<file path="config.mk">
export PLATFORM = sky130hd
export DESIGN_NAME = load_event_classifier
export DESIGN_NICKNAME = d
export VERILOG_FILES = /design/src/rtl/load_event_classifier.sv
export SDC_FILE = /design/constraint.sdc
export NUM_CORES = 1
export LEC_CHECK = 0
export CORE_MARGIN = 5
export CORE_UTILIZATION = 42
export DETAILED_ROUTE_END_ITERATION = 16
export PLACE_DENSITY = 0.78
export RECOVER_POWER = 25
export SLEW_MARGIN = 10
export SYNTH_ARGS = -nofsm -noshare
export SYNTH_HDL_FRONTEND = slang
export SYNTH_SLANG_ARGS = --single-unit
</file>
<file path="constraint.sdc">
create_clock -name clk -period 1.2 [get_ports clk]
set_input_delay 0.12 -clock clk [delete_from_list [all_inputs] [get_ports clk]]
set_output_delay 0.12 -clock clk [all_outputs]
set_load 0.1 [all_outputs]
</file>
<file path="src/rtl/load_event_classifier.sv">
module load_event_classifier #(
  parameter int TAG_W = 4,
  parameter int LVL_W = 3
) (
  input  logic             clk,
  input  logic             rst_n,
  input  logic             per_insn_mode,
  input  logic             in_valid,
  input  logic             in_squash,
  input  logic [TAG_W-1:0] in_tag,
  input  logic             in_last,
  input  logic             in_cacheable,
  input  logic [LVL_W-1:0] in_level,
  output logic             ev_all,
  output logic             ev_l1_hit,
  output logic             ev_l2_hit,
  output logic             ev_l3_hit,
  output logic             ev_l1_miss,
  output logic             ev_l2_miss,
  output logic             ev_l3_miss,
  output logic             ev_fb_hit,
  output logic             seq_err
);
  localparam int NEV = 8;
  localparam logic [LVL_W-1:0] LV_L1  = LVL_W'(0);
  localparam logic [LVL_W-1:0] LV_L2  = LVL_W'(1);
  localparam logic [LVL_W-1:0] LV_L3  = LVL_W'(2);
  localparam logic [LVL_W-1:0] LV_MEM = LVL_W'(3);
  localparam logic [LVL_W-1:0] LV_FB  = LVL_W'(4);

  logic             take;
  logic [LVL_W-1:0] lvl;
  logic             is_l1, is_l2, is_l3, is_fb, is_mem;
  logic [NEV-1:0]   cur, merged;
  logic [NEV-1:0]   pend_flags, out_q;
  logic [TAG_W-1:0] pend_tag;
  logic             pend_vld, err_q, mismatch;

  assign take   = in_valid & ~in_squash;
  assign lvl    = in_cacheable ? in_level : LV_MEM;
  assign is_l1  = (lvl == LV_L1);
  assign is_l2  = (lvl == LV_L2);
  assign is_l3  = (lvl == LV_L3);
  assign is_fb  = (lvl == LV_FB);
  assign is_mem = ~(is_l1 | is_l2 | is_l3 | is_fb);

  // {all, l1h, l2h, l3h, l1m, l2m, l3m, fb}
  assign cur = {1'b1, is_l1, is_l2, is_l3,
                ~is_l1 & ~is_fb, is_l3 | is_mem, is_mem, is_fb};

  assign mismatch = per_insn_mode & take & pend_vld & (in_tag != pend_tag);
  assign merged   = (mismatch | ~pend_vld) ? cur : (pend_flags | cur);

  always_ff @(posedge clk or negedge rst_n) begin
    if (!rst_n) begin
      out_q      <= '0;
      pend_flags <= '0;
      pend_tag   <= '0;
      pend_vld   <= 1'b0;
      err_q      <= 1'b0;
    end else begin
      out_q <= '0;
      if (take) begin
        if (!per_insn_mode || in_last) begin
          out_q      <= per_insn_mode ? merged : cur;
          pend_flags <= '0;
          pend_vld   <= 1'b0;
        end else begin
          pend_flags <= merged;
          pend_vld   <= 1'b1;
          pend_tag   <= in_tag;
        end
        if (mismatch) err_q <= 1'b1;
      end
    end
  end

  assign {ev_all, ev_l1_hit, ev_l2_hit, ev_l3_hit,
          ev_l1_miss, ev_l2_miss, ev_l3_miss, ev_fb_hit} = out_q;
  assign seq_err = err_q;
endmodule


</file>
# [Word level (Yosys, flattened, before mapping)]
# Cells that the tools add are included.
[word_totals] ff_bits=22 input_bits=14 out_inout_bits=9
[op_classes] n_eq_ne=4 muxes=7 n_bitwise=17 reduce_logical=5
[ops] op="$mux W8" n=5
[ops] op="$or A8 B8 Y8" n=1
[ops] op="$not A1 Y1" n=6
[ops] op="$and A1 B1 Y1" n=5
[ops] op="$or A1 B1 Y1" n=5
[ops] op="$ne A4 B4 Y1" n=1
[ops] op="$reduce_and A2 Y1" n=2
[ops] op="$eq A3 B1 Y1 const B" n=1
[ops] op="$eq A3 B2 Y1 const B" n=1
[ops] op="$eq A3 B3 Y1 const B" n=1
[ops] op="$logic_not A3 Y1" n=1
[ops] op="$mux W3" n=1
[ops] op="$logic_not A1 Y1" n=1
[ops] op="$logic_or A1 B1 Y1" n=1
[ops] op="$mux W1" n=1

# [Longest topological paths before layout]
# Gate-level depths: netlist (run 1).
[depth] depth_word=12 depth_mapped=5 mapped_depth_nobuf=4

# [Worst setup path after synthesis (run 1)]
# Ideal clock, no wire load.
[synth_timing] path_kind="register to register" startpoint="reg pend_tag[0]" endpoint="reg pend_flags[1]" arrival_ps=1211 t_required_ps=1134 path_slack_ps=-77 stages_incl_launch_ff=5 path_buffers=0 period_less_slack_ps=1277 path_cell_list="dfrtp_1 -> xnor2_1 -> nand4_2 -> o31ai_4 -> a22o_1"
[synth_via] elab_chain_len=5
[synth_rtl] item="from (decl)" line_no="36" rtl="logic [TAG_W-1:0] pend_tag;"
[synth_rtl] item="from (signal assigned)" line_no="71" rtl="pend_tag <= in_tag;"
[synth_rtl] item="$ne A4 B4 Y1" line_no="51" rtl="assign mismatch = per_insn_mode & take & pend_vld & (in_tag != pend_tag);"
[synth_rtl] item="$and A1 B1 Y1" line_no="51"
[synth_rtl] item="$or A1 B1 Y1" line_no="52" rtl="assign merged = (mismatch | ~pend_vld) ? cur : (pend_flags | cur);"
[synth_rtl] item="$mux W8" line_no="52"
[synth_rtl] item="$mux W8" line_no="64" rtl="if (!per_insn_mode || in_last) begin"
[synth_rtl] item="to (signal assigned)" line_no="69" rtl="pend_flags <= merged;"
[synth_rtl] item="to (decl)" line_no="35" rtl="logic [NEV-1:0] pend_flags, out_q;"
# Every way passes these cells.
# A chain may end at the register's enable or synchronous reset.

# [Worst setup path after layout (run 1)]
[layout_timing] startpoint="reg pend_tag[1]" endpoint="reg pend_flags[3]"
# Same word-level chain as after synthesis.

==> results by group, run 1 <==
Outcome
  • Status: finished, violations left
  • Failing checks: negative setup slack

Yosys
  • Sequential element share of the synthesized area: 0.5707
  • Mux cell area share after synthesis: 0.04891
  • Post-Syn Instances: 69
  • Syn Area/Cell: 13.35 µm²
  • Async S/R FF share, synth: 1.000
  • Top FF cell, synth: dfrtp_1
  • Post-Synth Simple-Gate Area: 0.1264
  • #FFs+latches synth: 21
  • Synth Area in XOR/XNOR: 0.03804
  • Adder-cell share of the synthesized area: 0
  • Synth Area in Compound Gates: 0.2038
  • EDFF count, synth: 0
  • Post-synth cell types: 25
  • Yosys warning total: 0
  • Post-Syn Nets: 83
  • Synthesized area: 920.9 µm²
  • Largest family of logic cells by synthesized area: compound AO/OA/AOI/OAI gates

STA
  • # setup viols final: 14
  • Hold Fails Final Rpt: 0
  • Slew of the pin with the lowest slew margin: a little under 0.5 ns
  • Post-route minimum period: 1.467 ns
  • Final period utilization: 1.223
  • Slew HR: 0.6692
  • RSZ-0062 raised after global routing: yes
  • Maximum clock rate: between 600 and 700 MHz
  • Worst Setup Slack, final: -0.2671 ns
  • Fin. max-slew vios: 0
  • Clk_skew: 0.001786 ns

Die
  • Row count: 17
  • Initial Utilization: 0.4287
  • Boundary Pins: 23
  • Die Wd: around 57 µm
  • Core Area: 2148 µm²
  • Die Ht: between 50 and 60 µm
  • Die area: approximately 3200 µm²

Hold path
  • Hold Crit Class: input pin to async pin

Final layout
  • FILL cells: 137
  • Ant. Diodes: 0
  • Most common cell after layout, fill and taps aside: dfrtp_1
  • Most frequent cells in the layout: dfrtp_1, buf_4, clkdlybuf4s50_1
  • Synthesis-to-finish area growth: 62.50%
  • Multi-input gate area: 440.4 µm²
  • Final Net Count: between 100 and 150
  • Share of cells above drive strength 1: 0.4375
  • Final core utilization: 0.6966
  • FF+latch area: 526.8 µm²

Worst setup path
  • Worst Path Buf+Inv: 1
  • CP top delay family: compound AO/OA/AOI/OAI gates
  • Crit path DAT: 1.70 ns
  • WP data required: 1.44 ns
  • Worst-path cell chain: xnor2_2, nand4_4, o31ai_4, buf_6, a22o_1
  • Critical Path Max Stage Delay: 0.43 ns
  • CP Class: flip-flop to flip-flop
  • Crit-path max FO: 5
  • Critical path's slowest cell: dfrtp_1
  • Critical Path Source Type: flip-flop
  • Crit end category: flip-flop

Power
  • Comb power frac: 0.298
  • Switch share: 0.3044
  • Reg power frac: 0.504
  • Total power draw: ~1600 µW
  • PwrDens: 1091 nW/µm²
  • Static leakage: about 0.00067 µW
  • Max VDD drop: 619.4 µV
  • Sw power: 496.7 µW
  • Clk pwr share: 0.198
  • P_int: 1135 µW

Route
  • Pre-antenna DRT Iters: 6
  • ANT nets after route: 0
  • Final wirelength: 2301 µm
  • Total number of vias: 718
  • WL/cell: 16.44 µm
  • Remaining DRCs: 0
  • DR vias/cell: 5.129
  • DR iter-0 viols: 10

Clock network
  • CTS sink cnt: 21
  • Clk Latency, worst-skew pair: 0.29 ns
  • CTS tree: yes
  • Clock Tree Buf Depth: 2
  • Worst-path clk slew: 0.11 ns
  • Clock tree root driver cell: clkbuf_4
  • H-tree levels: 1
  • Clock buffer count from CTS: 3

Global route
  • Vias in the first global route: 746
  • Antenna violations before repair: 0
  • Gr ovfl total: 0
  • First-pass GRT wire length: 3470 µm
  • Largest net degree at the start of global routing: 22
  • Total GRT Usage: 0.1405

Job
  • Maxcap violations: 0

Place
  • Final GP Congestion: about 0.8
  • PortBufs: 22
  • Dpl hpwl: 1552 µm
[final timing paths]
check,start,endpoint,slack (ns),cells after the start
max in group asynchronous,rst_n,seq_err,0.53,2
hold / removal,rst_n,out_q[1],0.31,2
min in group clk,pend_flags[4],pend_flags[4],0.52,1
hold reg to reg,pend_flags[4],pend_flags[4],0.52,1
setup / recovery,pend_tag[1],pend_flags[3],-0.27,5
setup reg to reg,pend_tag[1],pend_flags[3],-0.27,5
[sequential cells by signal, indices dropped and copies added, names as in the netlist]
signal      count
out_q           8
pend_flags      8
pend_tag        4
seq_err         1
[cells in the mapped netlist, types with 2 or more instances]
cell type / number / area, µm²
dfrtp_1: 21 / 525.5
nor2_1: 3 / 11.26
a32o_1: 2 / 20.02
mux2_1: 2 / 22.52
mux2_2: 2 / 22.52
o21ai_0: 2 / 10.01
nand2_1: 8 / 30.03
a32o_2: 2 / 22.52
xnor2_1: 4 / 35.03
o2bb2ai_1: 4 / 35.03
a22o_1: 5 / 43.79
[power groups by stage]
stage / sequential, µW / combinational, µW / clock [µW]
final: 822 / 487 / 323
after global routing: 830 / 514 / 371
after CTS: 812 / 424 / 337
after detailed placement: 824 / 397 / 0
after global placement: 818 / 388 / 0
after floorplan: 894 / 134 / 0
[cell families after synthesis]
group | count (synthesis)
flops | 21
buf+inv | 2
xor+xnor | 4
mux | 4
compound gates | 19
simple gates | 19
[per-stage QoR]
stage | setup slack [ns] | instances | hold slack [ns] | cell area [µm²] | TNS [ns]
floorplan | -0.06242 | 69 | -0.1756 | 922.1 | -0.4160
global placement | -0.3830 | 130 | 0.4801 | 1363 | -6.258
detailed placement | -0.4377 | 130 | 0.4797 | 1363 | -6.995
CTS | -0.2528 | 136 | 0.1561 | 1414 | -2.876
global route | -0.3044 | 140 | 0.3577 | 1496 | -4.056
finish | -0.2671 | 140 | 0.3115 | 1496 | -3.316
[layer usage]
metal	global-route usage	share of wire
met5	0	0
met2	0.2343	0.55
met1	0.1587	0.37
met3	0.03908	0.053
met4	0.08278	0.026
[cell type report]
cell class                      instances  share of cell area
Clock buffer                            3             0.01505
Clock inverter                          1            0.003344
Inverter                                1            0.002508
Multi-Input combinational cell         46              0.2943
Sequential cell                        21              0.3520
Tap cell                               28             0.02341
Timing Repair Buffer                   40              0.3094
[what timing repair did]
action                     in CTS  in global routing
setup buffers                   2                  4
setup endpoints to repair      19                 16
gates cloned                    0                  0
hold buffers                    0                  0
gates resized for setup         2                 10
pin swaps                       3                 10
No activity file was read; power rests on OpenSTA's default activity.
==> run 2: changes to the inputs <==
SKIP_CTS_REPAIR_TIMING = 1   (was default)
SKIP_LAST_GASP = 1   (was default)
==> results by group, run 2 (same netlist as run 1, synthesis figures left out) <==
Final layout
  • Largest regs: out_q (8), pend_flags (8), pend_tag (4) (unchanged)
  • Most common cell after layout, fill and taps aside: dfrtp_1 (unchanged)
  • Synthesis-to-finish area growth: 56.93% (was 62.50%)
  • Ant. Diodes: 0 (unchanged)
  • Final core utilization: 0.6727 (was 0.6966)
  • Final Net Count: 122 (was 127)
  • Post-Layout Cell Count: 135 (was 140)
  • Most frequent cells in the layout: dfrtp_1, clkdlybuf4s50_1, buf_12, buf_4, nand2_1 (was dfrtp_1, buf_4, clkdlybuf4s50_1)
  • Final Cell Area: 1445 µm² (was 1496 µm²)
  • Share of cells above drive strength 1: 0.4019 (was 0.4375)

Worst setup path
  • Critical Path Max Stage Delay: 0.42 ns (was 0.43 ns)
  • Critical Path Source Type: flip-flop (unchanged)
  • CP Class: flip-flop to flip-flop (unchanged)
  • Crit-path max FO: 6 (was 5)
  • Critical path's slowest cell: dfrtp_1 (unchanged)
  • FF-to-FF path depth: 5 (unchanged)
  • Crit path DAT: 1.70 ns (about the same)
  • Crit end category: flip-flop (unchanged)
  • WP data required: 1.42 ns (was 1.44 ns)
  • Worst-path cell chain: xnor2_2, nand4_4, buf_6, nor3_4, o2bb2ai_1 (was xnor2_2, nand4_4, o31ai_4, buf_6, a22o_1)

Die
  • Row count: 17 (unchanged)
  • Die area: 3229 µm² (unchanged)
  • Core Area: 2148 µm² (unchanged)
  • Initial Utilization: 0.4287 (unchanged)
  • Die Wd: 56.83 µm (unchanged)
  • Boundary Pins: 23 (unchanged)
  • Die Ht: 56.83 µm (unchanged)

Clock network
  • CTS sink cnt: 21 (unchanged)
  • H-tree levels: 1 (unchanged)
  • Clock tree root driver cell: clkbuf_4 (unchanged)
  • CTS tree: yes (unchanged)
  • Clock Tree Buf Depth: 2 (unchanged)
  • Clock buffer count from CTS: 3 (unchanged)
  • Clk Latency, worst-skew pair: 0.30 ns (was 0.29 ns)
  • Worst-path clk slew: 0.11 ns (about the same)

Global route
  • Gr ovfl total: 0 (unchanged)
  • Vias in the first global route: 736 (was 746)
  • Largest net degree at the start of global routing: 22 (unchanged)
  • Total GRT Usage: 0.1366 (was 0.1405)
  • Antenna violations before repair: 0 (unchanged)
  • First-pass GRT wire length: 3387 µm (was 3470 µm)

Place
  • PortBufs: 22 (unchanged)
  • Dpl cell area: 1363 µm² (unchanged)
  • Final GP Congestion: 0.7965 (unchanged)
  • Dpl cells: 130 (unchanged)
  • Dpl hpwl: 1552 µm (unchanged)

Route
  • WL/cell: 15.26 µm (was 16.44 µm)
  • DR iter-0 viols: 4 (was 10)
  • Remaining DRCs: 0 (unchanged)
  • Met3 WL post-DR: 89 µm (was 122 µm)
  • DR vias/cell: 5.230 (was 5.129)
  • Met2 WL: 1072 µm (was 1277 µm)
  • ANT nets after route: 0 (unchanged)
  • Total number of vias: 706 (was 718)
  • Final wirelength: 2060 µm (was 2301 µm)
  • Pre-antenna DRT Iters: 4 (was 6)
  • Metal-1 WL: 813 µm (was 841 µm)
  • Top sig layer: met4 (unchanged)

Job
  • Maxcap violations: 0 (unchanged)

Hold path
  • Hold Crit Class: input pin to async pin (unchanged)

STA
  • Hold Fails Final Rpt: 0 (unchanged)
  • Post-route minimum period: 1.473 ns (was 1.467 ns)
  • Fin. max-slew vios: 0 (unchanged)
  • # setup viols final: 13 (was 14)
  • RSZ-0062 raised after global routing: yes (unchanged)
  • Final period utilization: 1.227 (was 1.223)
  • Slew HR: 0.6707 (was 0.6692)
  • Maximum clock rate: 679.0 MHz (was 681.6 MHz)
  • Slew of the pin with the lowest slew margin: 0.4940 ns (was 0.4963 ns)
  • Clk_skew: 0.001732 ns (was 0.001786 ns)
  • Worst Setup Slack, final: -0.2728 ns (was -0.2671 ns)

Outcome
  • Failing checks: negative setup slack (unchanged)
  • Status: finished, violations left (unchanged)

Power
  • Max VDD drop: 562.5 µV (was 619.4 µV)
  • Static leakage: 0.0006460 µW (was 0.0006694 µW)
  • PwrDens: 1109 nW/µm² (was 1091 nW/µm²)
run 2: final cells by class:
class,count,area (µm²)
Tap cell,28,35.03
Timing Repair Buffer,35,421.7
Inverter,1,3.754
Clock inverter,1,5.005
Fill cell,146,703.2
Sequential cell,21,526.8
Multi-Input combinational cell,46,430.4
Clock buffer,3,22.52
run 2: layer usage:
| layer | vias up | GRT usage |
|---|---|---|
| met2 | 18 | 0.2211 |
| met1 | 345 | 0.1555 |
| li1 | 335 | - |
| met4 | 0 | 0.08940 |
| met5 | - | 0 |
| met3 | 8 | 0.03908 |
run 2: report_power, final:
part | total (µW) | switching [µW] | internal [µW]
registers | 820 | 54.3 | 766
clock network | 336 | 211 | 124
logic | 447 | 226 | 221
run 2: per-stage QoR:
stage	hold WS [ns]	TNS, ns	power (µW)	worst slack (ns)
floorplan	-0.1756	-0.4160	1028	-0.06242
global placement	0.4801	-6.258	1206	-0.3830
detailed placement	0.4797	-6.995	1222	-0.4377
CTS	0.1561	-3.152	1548	-0.2726
global route	0.3502	-4.144	1685	-0.3349
finish	0.2993	-3.294	1603	-0.2728
run 2: critical path, delay by kind of cell, from the launching register on:
family | cells | cell delay (ns)
and+or+nand+nor | 2 | 0.43
DFF | 1 | 0.42
xor gates and xnor gates | 1 | 0.21
AOI/OAI and AO/OA | 1 | 0.18
buffers and inverters | 1 | 0.16
run 2: path summary, 6_finish.rpt:
check	from	end	slack (ns)
worst max-delay path	pend_tag[1]	out_q[6]	-0.27
worst min-delay path	rst_n	out_q[1]	0.30
worst max register to register	pend_tag[1]	out_q[6]	-0.27
worst min register to register	pend_flags[0]	pend_flags[0]	0.52
max in group asynchronous	rst_n	seq_err	0.54
min in group clk	in_tag[1]	pend_tag[1]	0.51
